`src/rtl/mbist_pkg.sv`:
```
package mbist_pkg;

    typedef enum logic [1:0] {
        ALG_MARCH_ONES  = 2'd0,
        ALG_MARCH_ZEROS = 2'd1,
        ALG_CHECKER     = 2'd2,
        ALG_WALK        = 2'd3
    } alg_e;

    typedef enum logic [3:0] {
        PH_IDLE,
        PH_FILL,
        PH_UP_RD,
        PH_UP_WR,
        PH_DN_RD,
        PH_DN_WR,
        PH_CB_WR,
        PH_CB_RD,
        PH_WK_SET,
        PH_WK_RD,
        PH_WK_CHK,
        PH_WK_CLR,
        PH_DRAIN,
        PH_DONE
    } phase_e;

    typedef enum logic [1:0] {
        OP_NONE,
        OP_READ,
        OP_WRITE
    } op_kind_e;

    function automatic logic phase_busy(phase_e p);
        return !(p == PH_IDLE || p == PH_DONE);
    endfunction

endpackage

```
`src/rtl/mbist_seq.sv`:
```
module mbist_seq
    import mbist_pkg::*;
#(
    parameter int ADDR_W = 4,
    parameter int DATA_W = 8
) (
    input  logic              clk,
    input  logic              rst,
    input  logic              start,
    input  alg_e              alg,
    input  logic              halt,
    output op_kind_e          op_kind,
    output logic [ADDR_W-1:0] op_addr,
    output logic [DATA_W-1:0] op_data,
    output logic              busy,
    output logic              done
);

    localparam logic [ADDR_W-1:0] LAST = '1;
    localparam logic [ADDR_W-1:0] ZERO = '0;
    localparam logic [ADDR_W-1:0] ONE  = ADDR_W'(1);
    localparam logic [ADDR_W-1:0] TWO  = ADDR_W'(2);
    localparam logic [ADDR_W-1:0] PENULT = LAST - ONE;

    phase_e            phase;
    alg_e              alg_q;
    logic [ADDR_W-1:0] addr_q;
    logic [ADDR_W-1:0] pivot_q;
    logic              pass_q;

    logic [DATA_W-1:0] bg;
    logic [DATA_W-1:0] cb_even;
    logic [DATA_W-1:0] cb_word;
    logic              rd_last;

    // even-address checkerboard word: bit 0 set, alternating upward
    for (genvar b = 0; b < DATA_W; b++) begin : g_cb
        assign cb_even[b] = ((b % 2) == 0) ? 1'b1 : 1'b0;
    end

    always_comb begin
        case (alg_q)
            ALG_MARCH_ZEROS: bg = '1;
            ALG_WALK:        bg = pass_q ? '1 : '0;
            default:         bg = '0;
        endcase
    end

    assign cb_word = (addr_q[0] ? ~cb_even : cb_even) ^ {DATA_W{pass_q}};
    assign rd_last = (addr_q == LAST) || (addr_q == PENULT && pivot_q == LAST);

    always_comb begin
        op_kind = OP_NONE;
        op_addr = addr_q;
        op_data = '0;
        case (phase)
            PH_FILL:   begin op_kind = OP_WRITE; op_data = bg;      end
            PH_UP_RD:  begin op_kind = OP_READ;  op_data = bg;      end
            PH_UP_WR:  begin op_kind = OP_WRITE; op_data = ~bg;     end
            PH_DN_RD:  begin op_kind = OP_READ;  op_data = ~bg;     end
            PH_DN_WR:  begin op_kind = OP_WRITE; op_data = bg;      end
            PH_CB_WR:  begin op_kind = OP_WRITE; op_data = cb_word; end
            PH_CB_RD:  begin op_kind = OP_READ;  op_data = cb_word; end
            PH_WK_SET: begin op_kind = OP_WRITE; op_addr = pivot_q; op_data = ~bg; end
            PH_WK_RD:  begin op_kind = OP_READ;  op_data = bg;      end
            PH_WK_CHK: begin op_kind = OP_READ;  op_addr = pivot_q; op_data = ~bg; end
            PH_WK_CLR: begin op_kind = OP_WRITE; op_addr = pivot_q; op_data = bg;  end
            default:   op_addr = ZERO;
        endcase
    end

    assign busy = phase_busy(phase);
    assign done = (phase == PH_DONE);

    always_ff @(posedge clk) begin
        if (rst) begin
            phase   <= PH_IDLE;
            alg_q   <= ALG_MARCH_ONES;
            addr_q  <= ZERO;
            pivot_q <= ZERO;
            pass_q  <= 1'b0;
        end else if (halt && busy) begin
            phase <= PH_DONE;
        end else begin
            case (phase)
                PH_IDLE, PH_DONE: begin
                    if (start) begin
                        alg_q   <= alg;
                        addr_q  <= ZERO;
                        pivot_q <= ZERO;
                        pass_q  <= 1'b0;
                        phase   <= (alg == ALG_CHECKER) ? PH_CB_WR : PH_FILL;
                    end
                end
                PH_FILL: begin
                    if (addr_q == LAST) begin
                        addr_q <= ZERO;
                        phase  <= (alg_q == ALG_WALK) ? PH_WK_SET : PH_UP_RD;
                    end else begin
                        addr_q <= addr_q + ONE;
                    end
                end
                PH_UP_RD: phase <= PH_UP_WR;
                PH_UP_WR: begin
                    if (addr_q == LAST) begin
                        phase <= PH_DN_RD;
                    end else begin
                        addr_q <= addr_q + ONE;
                        phase  <= PH_UP_RD;
                    end
                end
                PH_DN_RD: phase <= PH_DN_WR;
                PH_DN_WR: begin
                    if (addr_q == ZERO) begin
                        phase <= PH_DRAIN;
                    end else begin
                        addr_q <= addr_q - ONE;
                        phase  <= PH_DN_RD;
                    end
                end
                PH_CB_WR: begin
                    if (addr_q == LAST) begin
                        addr_q <= ZERO;
                        phase  <= PH_CB_RD;
                    end else begin
                        addr_q <= addr_q + ONE;
                    end
                end
                PH_CB_RD: begin
                    if (addr_q == LAST) begin
                        addr_q <= ZERO;
                        if (pass_q) begin
                            phase <= PH_DRAIN;
                        end else begin
                            pass_q <= 1'b1;
                            phase  <= PH_CB_WR;
                        end
                    end else begin
                        addr_q <= addr_q + ONE;
                    end
                end
                PH_WK_SET: begin
                    addr_q <= (pivot_q == ZERO) ? ONE : ZERO;
                    phase  <= PH_WK_RD;
                end
                PH_WK_RD: begin
                    if (rd_last) begin
                        phase <= PH_WK_CHK;
                    end else if (addr_q + ONE == pivot_q) begin
                        addr_q <= addr_q + TWO;
                    end else begin
                        addr_q <= addr_q + ONE;
                    end
                end
                PH_WK_CHK: phase <= PH_WK_CLR;
                PH_WK_CLR: begin
                    if (pivot_q == LAST) begin
                        pivot_q <= ZERO;
                        addr_q  <= ZERO;
                        if (pass_q) begin
                            phase <= PH_DRAIN;
                        end else begin
                            pass_q <= 1'b1;
                            phase  <= PH_FILL;
                        end
                    end else begin
                        pivot_q <= pivot_q + ONE;
                        phase   <= PH_WK_SET;
                    end
                end
                PH_DRAIN: phase <= PH_DONE;
                default:  phase <= PH_IDLE;
            endcase
        end
    end


    up_pair_chk: assert property (@(posedge clk) disable iff (rst)
        (phase == PH_UP_RD && !halt) |=> (phase == PH_UP_WR && $stable(addr_q)));


    busy_hold_chk: assert property (@(posedge clk) disable iff (rst)
        (busy && phase != PH_DRAIN && !halt) |=> busy);


    halt_stop_chk: assert property (@(posedge clk) disable iff (rst)
        (busy && halt) |=> (done && op_kind == OP_NONE));

endmodule

```
`src/rtl/mbist_cmp.sv`:
```
module mbist_cmp #(
    parameter int ADDR_W = 4,
    parameter int DATA_W = 8
) (
    input  logic              clk,
    input  logic              rst,
    input  logic              clear,
    input  logic              op_rd,
    input  logic [ADDR_W-1:0] op_addr,
    input  logic [DATA_W-1:0] op_exp,
    input  logic [DATA_W-1:0] rdata,
    input  logic              stop_on_fail,
    output logic              halt,
    output logic              fail,
    output logic [ADDR_W-1:0] fail_addr
);

    typedef struct packed {
        logic              vld;
        logic [ADDR_W-1:0] addr;
        logic [DATA_W-1:0] exp;
    } rd_pipe_t;

    rd_pipe_t pipe;
    logic     mismatch;

    assign mismatch = pipe.vld && (rdata != pipe.exp);
    assign halt     = mismatch && stop_on_fail;

    always_ff @(posedge clk) begin
        if (rst) begin
            pipe      <= '0;
            fail      <= 1'b0;
            fail_addr <= '0;
        end else begin
            pipe.vld  <= op_rd && !halt;
            pipe.addr <= op_addr;
            pipe.exp  <= op_exp;
            if (clear) begin
                fail      <= 1'b0;
                fail_addr <= '0;
            end else if (mismatch && !fail) begin
                fail      <= 1'b1;
                fail_addr <= pipe.addr;
            end
        end
    end


    first_fail_hold_chk: assert property (@(posedge clk) disable iff (rst)
        (fail && !clear) |=> (fail && $stable(fail_addr)));

endmodule

```
`src/rtl/mem_bist_ctrl.sv`:
```
module mem_bist_ctrl
    import mbist_pkg::*;
#(
    parameter int ADDR_W = 4,
    parameter int DATA_W = 8
) (
    input  logic              clk,
    input  logic              rst,
    input  logic              start,
    input  logic [1:0]        mode,
    input  logic              stop_on_fail,
    output logic [ADDR_W-1:0] mem_addr,
    output logic              mem_we,
    output logic [DATA_W-1:0] mem_wdata,
    input  logic [DATA_W-1:0] mem_rdata,
    output logic              done,
    output logic              fail,
    output logic [ADDR_W-1:0] fail_addr
);

    op_kind_e          op_kind;
    logic [ADDR_W-1:0] op_addr;
    logic [DATA_W-1:0] op_data;
    logic              busy;
    logic              halt;
    logic              clear;

    assign clear = start && !busy;

    mbist_seq #(.ADDR_W(ADDR_W), .DATA_W(DATA_W)) i_seq (
        .clk     (clk),
        .rst     (rst),
        .start   (start),
        .alg     (alg_e'(mode)),
        .halt    (halt),
        .op_kind (op_kind),
        .op_addr (op_addr),
        .op_data (op_data),
        .busy    (busy),
        .done    (done)
    );

    mbist_cmp #(.ADDR_W(ADDR_W), .DATA_W(DATA_W)) i_cmp (
        .clk          (clk),
        .rst          (rst),
        .clear        (clear),
        .op_rd        (op_kind == OP_READ),
        .op_addr      (op_addr),
        .op_exp       (op_data),
        .rdata        (mem_rdata),
        .stop_on_fail (stop_on_fail),
        .halt         (halt),
        .fail         (fail),
        .fail_addr    (fail_addr)
    );

    assign mem_addr  = op_addr;
    assign mem_we    = (op_kind == OP_WRITE);
    assign mem_wdata = mem_we ? op_data : '0;


    idle_quiet_chk: assert property (@(posedge clk) disable iff (rst)
        !busy |-> !mem_we);


    reset_state_chk: assert property (@(posedge clk)
        rst |=> (!done && !fail && !mem_we));

endmodule

```
`config.mk`:
```
export PLATFORM = sky130hd
export DESIGN_NAME = mem_bist_ctrl
export DESIGN_NICKNAME = d
export VERILOG_FILES = /design/src/rtl/mbist_pkg.sv /design/src/rtl/mbist_seq.sv /design/src/rtl/mbist_cmp.sv /design/src/rtl/mem_bist_ctrl.sv
export SDC_FILE = /design/constraint.sdc
export NUM_CORES = 1
export LEC_CHECK = 0
export BUFFER_PORTS_ARGS = -buffer_cell sky130_fd_sc_hd__buf_2
export CORE_MARGIN = 4
export CORE_UTILIZATION = 57
export CTS_BUF_LIST = sky130_fd_sc_hd__clkbuf_16
export CTS_CLUSTER_SIZE = 25
export DETAILED_ROUTE_END_ITERATION = 8
export GPL_ROUTABILITY_DRIVEN = 0
export PLACE_DENSITY = 0.81
export SLEW_MARGIN = 15
export SYNTH_ARGS = -nofsm -noshare
export SYNTH_HDL_FRONTEND = slang
export SYNTH_SLANG_ARGS = --single-unit
```
`constraint.sdc`:
```
create_clock -name clk -period 2.55 [get_ports clk]
set_input_delay 0.51 -clock clk [delete_from_list [all_inputs] [get_ports clk]]
set_output_delay 0.51 -clock clk [all_outputs]
set_load 0.01 [all_outputs]
```
Word level (Yosys, flattened, before mapping)
Cells that the tools add are included.
{ "word_totals": {"in_bits": 14, "elab_cells": 126, "output_inout_bits": 19, "reg_bits": 33} }
{ "op_classes": {"n_reduce_logical": 35, "eq_ne": 37, "add_sub_neg": 4, "mux": 36, "n_bitwise": 3} }
{ "op_table": {"columns": ["operator", "n"], "rows": [
  ["2-to-1 mux 4 bit", 19],
  ["case mux 4 bit (13 select lines)", 1],
  ["equality test 4 bit (second input constant)", 9],
  ["case mux 4 bit (7 select lines)", 1],
  ["2-to-1 mux 8 bit", 3],
  ["case mux 8 bit (3 select lines)", 1],
  ["equality test 4 x 3 -> 1 bit (second input constant)", 4],
  ["case mux 4 bit (2 select lines)", 2],
  ["case mux 8 bit (2 select lines)", 1],
  ["AND reduction 5 bit", 3],
  ["logical NOT 4 bit", 3],
  ["!= test 3 x 1 -> 1 bit (second input constant)", 4],
  ["!= test 2 x 1 -> 1 bit (second input constant)", 5],
  ["OR reduction 5 bit", 2],
  ["adder 4 x 1 -> 4 bit (second input constant)", 2],
  ["equality test 4 x 2 -> 1 bit (second input constant)", 2],
  ["!= test 2 bit (second input constant)", 4],
  ["!= test 8 bit", 1],
  ["inverter 8 bit", 1],
  ["OR reduction 2 bit", 4],
  ["OR reduction 8 bit", 1],
  ["XOR 8 bit", 1],
  ["logical AND 1 bit", 7],
  ["AND reduction 7 bit", 1],
  ["other kinds (21)", 33]
]} }

Depth between registers and ports, before layout
{ "depth": {"ltp_word": 6, "mapped_depth": 10, "depth_no_buf": 8} }

Cells and area by module
From an unflattened synthesis, not the netlist that was laid out.
{ "unflattened": {"hier_cells": 327, "hier_area_um2": 2595.0} }
{ "modules_own_cells": {"columns": ["mod", "instances", "area_each_um2", "seq_area_each_um2", "cells_per_inst"], "rows": [
  ["mbist_seq", 1, 1866.8, 300.3, 255],
  ["mbist_cmp", 1, 639.4, 360.3, 61],
  ["mem_bist_ctrl", 1, 88.8, 0.0, 11]
]} }

Worst setup path after synthesis
No wires, ideal clock.
{ "synth_timing": {"kind": "register -> output", "startpoint": "register i_seq.phase[2]", "endpoint": "output port mem_wdata[3]", "required_time_ns": 2.040, "setup_slack_ns": 0.158, "stages_incl_launch_ff": 9, "arrival_ns": 1.882, "cell_sequence": "dfxtp_1 -> clkbuf_1 -> clkbuf_1 -> a21oi_1 -> mux4_2 -> o21ai_0 -> and2_1 -> nor2_1 -> buf_4"} }
{ "synth_between": {"elab_chain_cells": 5, "elab_cells_between_ends": 20, "classes_between": "eq/ne (12); mux (3); reduce/logical (5)"} }
{ "synth_lines": {"columns": ["element", "line_no", "source"], "rows": [
  ["from (decl)", "mbist_seq.sv:25", "phase_e phase;"],
  ["from (signal assigned)", "mbist_seq.sv:92", "phase <= (alg == ALG_CHECKER) ? PH_CB_WR : PH_FILL;"],
  ["from (signal assigned)", "mbist_seq.sv:98", "phase <= (alg_q == ALG_WALK) ? PH_WK_SET : PH_UP_RD;"],
  ["equality test 4 bit, or another cell as far along", "mbist_seq.sv:56", "case (phase)"],
  ["OR reduction 6 bit (no line) / OR reduction 5 bit (equally long branches)", null, null],
  ["case mux 2 bit (2 select lines)", "mbist_seq.sv:56", null],
  ["equality test 2 bit", "mem_bist_ctrl.sv:58", "assign mem_we = (op_kind == OP_WRITE);"],
  ["2-to-1 mux 8 bit (*)", "mem_bist_ctrl.sv:59", "assign mem_wdata = mem_we ? op_data : '0;"],
  ["to (decl)", "mem_bist_ctrl.sv:14", "output logic [DATA_W-1:0] mem_wdata,"]
]} }
Every way passes the cells marked *; elsewhere a longest branch is shown, timed or not.

Worst setup path in the final report
{ "layout_timing": {"startpoint": "register i_seq.pass_q", "endpoint": "output port mem_wdata[6]"} }
{ "layout_between": {"elab_chain_cells": 5, "elab_cells_between_ends": 6, "classes_between": "mux (4); bitwise (2)"} }
{ "layout_lines": {"columns": ["element", "line_no", "source"], "rows": [
  ["from (decl)", "mbist_seq.sv:29", "logic pass_q;"],
  ["from (signal assigned)", "mbist_seq.sv:81", "pass_q <= 1'b0;"],
  ["from (signal assigned)", "mbist_seq.sv:91", "pass_q <= 1'b0;"],
  ["from (signal assigned)", "mbist_seq.sv:135", "pass_q <= 1'b1;"],
  ["2-to-1 mux 8 bit", "mbist_seq.sv:44", "ALG_WALK: bg = pass_q ? '1 : '0;"],
  ["case mux 8 bit (2 select lines)", "mbist_seq.sv:42", "case (alg_q)"],
  ["inverter 8 bit", null, null],
  ["case mux 8 bit (3 select lines) (*)", "mbist_seq.sv:56", null],
  ["2-to-1 mux 8 bit (*)", "mem_bist_ctrl.sv:59", null]
]} }
Marks and branches as above.

==> results by stage <==
GRT:
- The number of global-route vias before repair came to 2087.
- The pin count of the biggest net entering global routing is 23.
- The total grt overflow is 0.
- The global routing's busiest layer is met2.
- The routing usage on met3 is 2.45%.
- The number of antenna violations at the first check in global routing is 0.
- In the global route stage, met1 resource usage came out at 31.4%.
- In the global route stage, met2 resource usage came out at 38.6%.
- Across every metal layer, demand over resource in global routing totals 23.3%.
- The first global-routing pass estimated 9610 µm of wire.

Power and ir drop:
- The internal cell power is 1.36 mW.
- The proportion of power drawn by combinational gates is 59.3%.
- The largest vdd supply drop is 441 µV.
- The fraction of power spent switching nets is 44.3%.
- The power dissipated by switching net loads is 1.08 mW.
- The total design power is 2.44 mW.
- For this design the ratio of total power to cell area is 964 mW/mm².
- The sequential group share of total power is 25.7%.
- Summed over all cells, the static leakage comes to 1.02 nW.
- Of the total power, the clock network draws 14.9%.

Synthesis:
- The synthesized netlist cell count is 294.
- The synthesized design contains 0 enable-type register cells.
- The average instance in the mapped netlist occupies 7.54 µm².
- Counting flops with an async set or reset pin after synthesis yields a share of 0%.
- The Yosys step of the flow raised 0 warnings.
- The top flip-flop cell by instance count after synthesis is sky130_fd_sc_hd__dfxtp_1.
- In this run the biggest area consumer among cell types represents 24.4% of the synthesized area.
- The number of distinct library cells after synthesis is 61.
- After synthesis, the cell types taking the most area are sky130_fd_sc_hd__dfxtp_1, sky130_fd_sc_hd__nor2_1, sky130_fd_sc_hd__a21oi_1.
- The post-synthesis instance area is 0.00222 mm².
- The number of nets in the synthesized netlist is 317.
- sky130_fd_sc_hd__dfxtp_1 takes more of the synthesized area than any other cell.
- The post-synthesis sequential area ratio is 24.4%.
- The register bit count reported by yosys is 27.

Critical path:
- Data on the critical path arrives at its endpoint at 1.93 ns.
- The master of the slowest instance on the critical path is sky130_fd_sc_hd__mux4_2.
- Traced cell by cell, the critical path runs through nand2b_4, and3b_1, mux4_2, a31oi_1, o21a_1, nor2_1, buf_2.
- The category of the critical setup timing path is reg2out.
- The nature of the critical path endpoint is a primary output.
- The register-to-register path setup slack is 0.24 ns.
- For this run, the slowest stage of the critical path takes 0.47 ns.
- The worst setup path startpoint is i_seq.pass_q$_SDFFE_PP0P_.
- The startpoint of the worst-slack reg-to-reg timing path is i_seq.addr_q[0]$_SDFFE_PP0P_.
- The kind of start point of the critical path is a flip-flop.
- Of all nets on the critical path, the largest fanout is 4.
- The worst path required time is 2.04 ns.

Routing:
- Across all layers, the routed design uses 2334 vias.
- The final antenna-violating net count is 0.
- For this run, design rule violations remaining after detail routing come to 0.
- The violation count after the first detailed-routing iteration is 203.
- The detail-routed via count per cell is 6.36.
- The total detailed-routing wirelength is 5800 µm.
- The post-detailed-route wirelength per cell is 15.8 µm.
- The first detailed-routing pass took 6 iterations.

Clock network:
- The clock passes through at most 2 buffers.
- Hold repair after CTS inserted 0 buffers.
- The source-to-sink clock delay at the later pin of the worst-skew pair is 0.26 ns.
- Counting every sink on the clock net gives 27.
- After clock tree synthesis, the clock-pin slew on the worst setup and hold paths is 0.07 ns.
- TritonCTS built the clock tree.
- Clock tree synthesis inserted a total of 3 buffers.
- The number of levels the H-tree was split into is 1.
- The clock tree root buffer cell is sky130_fd_sc_hd__clkbuf_16.

Timing:
- Setup repair after global routing left no endpoint under its margin.
- The final hold slack is 0.472 ns.
- The max-slew violation count is 0.
- At the pin with the least slew margin, the transition time is 0.475 ns.
- The final worst clock skew is 0.00407 ns.
- The normalized max-slew margin is 68.3%.
- The number of setup violations in the final report is 0.
- After routing, the total negative slack on setup checks comes to 0 ns.
- The highest clock rate is 0.409 GHz.
- The final period utilization is 95.8%.
- The final critical delay including setup and external delays is 2.44 ns.
- The number of hold violations in the final report was 0.

Die:
- The width of the chip is 70.4 µm.
- The starting density of the core is 59.6%.
- The count of boundary I/O pins is 33.
- The die area is 0.00495 mm².
- The site row count is 22.
- In this run the standard cell core region covers 0.00372 mm².
- The die is 70.4 µm tall.

Flow run:
- Max-cap violations in this run came to 0.

Cells and area:
- After the last flow step, the layout net total stands at 343.
- The signed area change from the synthesized netlist to the final layout is 14.0%.
- In the layout the commonest cells are sky130_fd_sc_hd__nor2_1, sky130_fd_sc_hd__buf_2, sky130_fd_sc_hd__dfxtp_1.
- The fraction of final layout cells with drive strength greater than 1 is 21.3%.
- The number of antenna cells inserted is 0.
- The post-route core utilization is 68.0%.

Worst hold path:
- The path class of the tightest hold or removal check is reg2reg.
- The launch point of the worst hold path is i_cmp.pipe[10]$_SDFF_PP0_.

Placed design:
- The count of buffers added on input and output ports is 32.
- The HPWL after detailed placement is 4400 µm.

Outcome:
- The flow ran to the end, and the final reports show no timing, DRC or antenna violations.
[stage by stage]
step / std cells / cell area (µm²) / setup WS (ns)
2_1_floorplan: 294 / 2220 / 0.158
3_3_place_gp: 362 / 2420 / 0.253
3_5_place_dp: 362 / 2420 / 0.131
4_1_cts: 366 / 2500 / 0.0150
5_1_grt: 367 / 2530 / 0.0215
6_report: 367 / 2530 / 0.107
[cell type report]
class | count | area, µm²
clock buffers | 3 | 75.1
clock inverters | 1 | 7.51
well taps | 48 | 60.1
fillers | 332 | 1190
repair buffers | 50 | 295
flip-flops and latches | 27 | 544
multi-input cells | 229 | 1510
inverters | 9 | 33.8
[cells by family (layout without fill, tap and decap cells)]
family                   count (synthesis)  count (layout)  share of synthesized area [%]
buffers and inverters                   38              63                           7.90
XOR/XNOR                                 7               7                           2.77
AND/OR/NAND/NOR                        114             114                           27.2
multiplexers                            10              10                           5.19
adder cells (fa/ha/maj)                  9               9                           5.08
flip-flops                              27              27                           24.4
AO/OA/AOI/OAI                           89              89                           27.5
[timing repair]
action	in CTS	in global routing
hold endpoints to repair	0	0
setup buffers	0	1
endpoints found under the setup margin	0	14
gates resized for setup	0	7
[power groups by stage]
stage / Clock [mW] / Sequential (mW) / Combinational, mW
global route: 0.382 / 0.644 / 1.59
CTS: 0.367 / 0.617 / 1.40
detailed placement: 0 / 0.628 / 1.39
finish: 0.364 / 0.626 / 1.45
global placement: 0 / 0.627 / 1.37
floorplan: 0 / 0.557 / 1.11
[worst paths after layout]
check                               endpoint  cells after the start
max                             mem_wdata[6]                      7
min          i_cmp.fail_addr[2]$_SDFFE_PP0P_                      2
max reg2reg     i_seq.addr_q[3]$_SDFFE_PP0P_                      8
min reg2reg  i_cmp.fail_addr[2]$_SDFFE_PP0P_                      2
[state kept, by name, summed over array words and instances, names as in the netlist]
name,cells
i_cmp.fail,1
i_cmp.fail_addr,4
i_cmp.pipe,7
i_seq.addr_q,4
i_seq.alg_q,2
i_seq.pass_q,1
i_seq.phase,4
i_seq.pivot_q,4
[worst max-delay path, delay by kind of cell, from the launching register on]
kind | cells | cell delay (ns)
AO/OA/AOI/OAI | 2 | 0.33
AND/OR/NAND/NOR | 3 | 0.39
buffers and inverters | 1 | 0.16
flip-flops | 1 | 0.33
multiplexers | 1 | 0.47
[synth_stat cells, types with 7 or more instances]
cell,count
sky130_fd_sc_hd__nor2_1,32
sky130_fd_sc_hd__dfxtp_1,27
sky130_fd_sc_hd__a21oi_1,23
sky130_fd_sc_hd__nand2_1,21
sky130_fd_sc_hd__clkbuf_1,18
sky130_fd_sc_hd__o21ai_0,17
sky130_fd_sc_hd__nor2b_1,12
sky130_fd_sc_hd__nand3_1,11
sky130_fd_sc_hd__ha_1,9
sky130_fd_sc_hd__inv_1,9
sky130_fd_sc_hd__nand2b_1,9
sky130_fd_sc_hd__a31oi_1,8
sky130_fd_sc_hd__mux2i_1,7
[routing by layer]
metal  wire, µm  share of wire, %
met4        100               1.7
met5          0                 0
met1       2460                42
met2       2760                48
met3        483               8.3
Note: power is estimated with default switching activity, not from simulation.
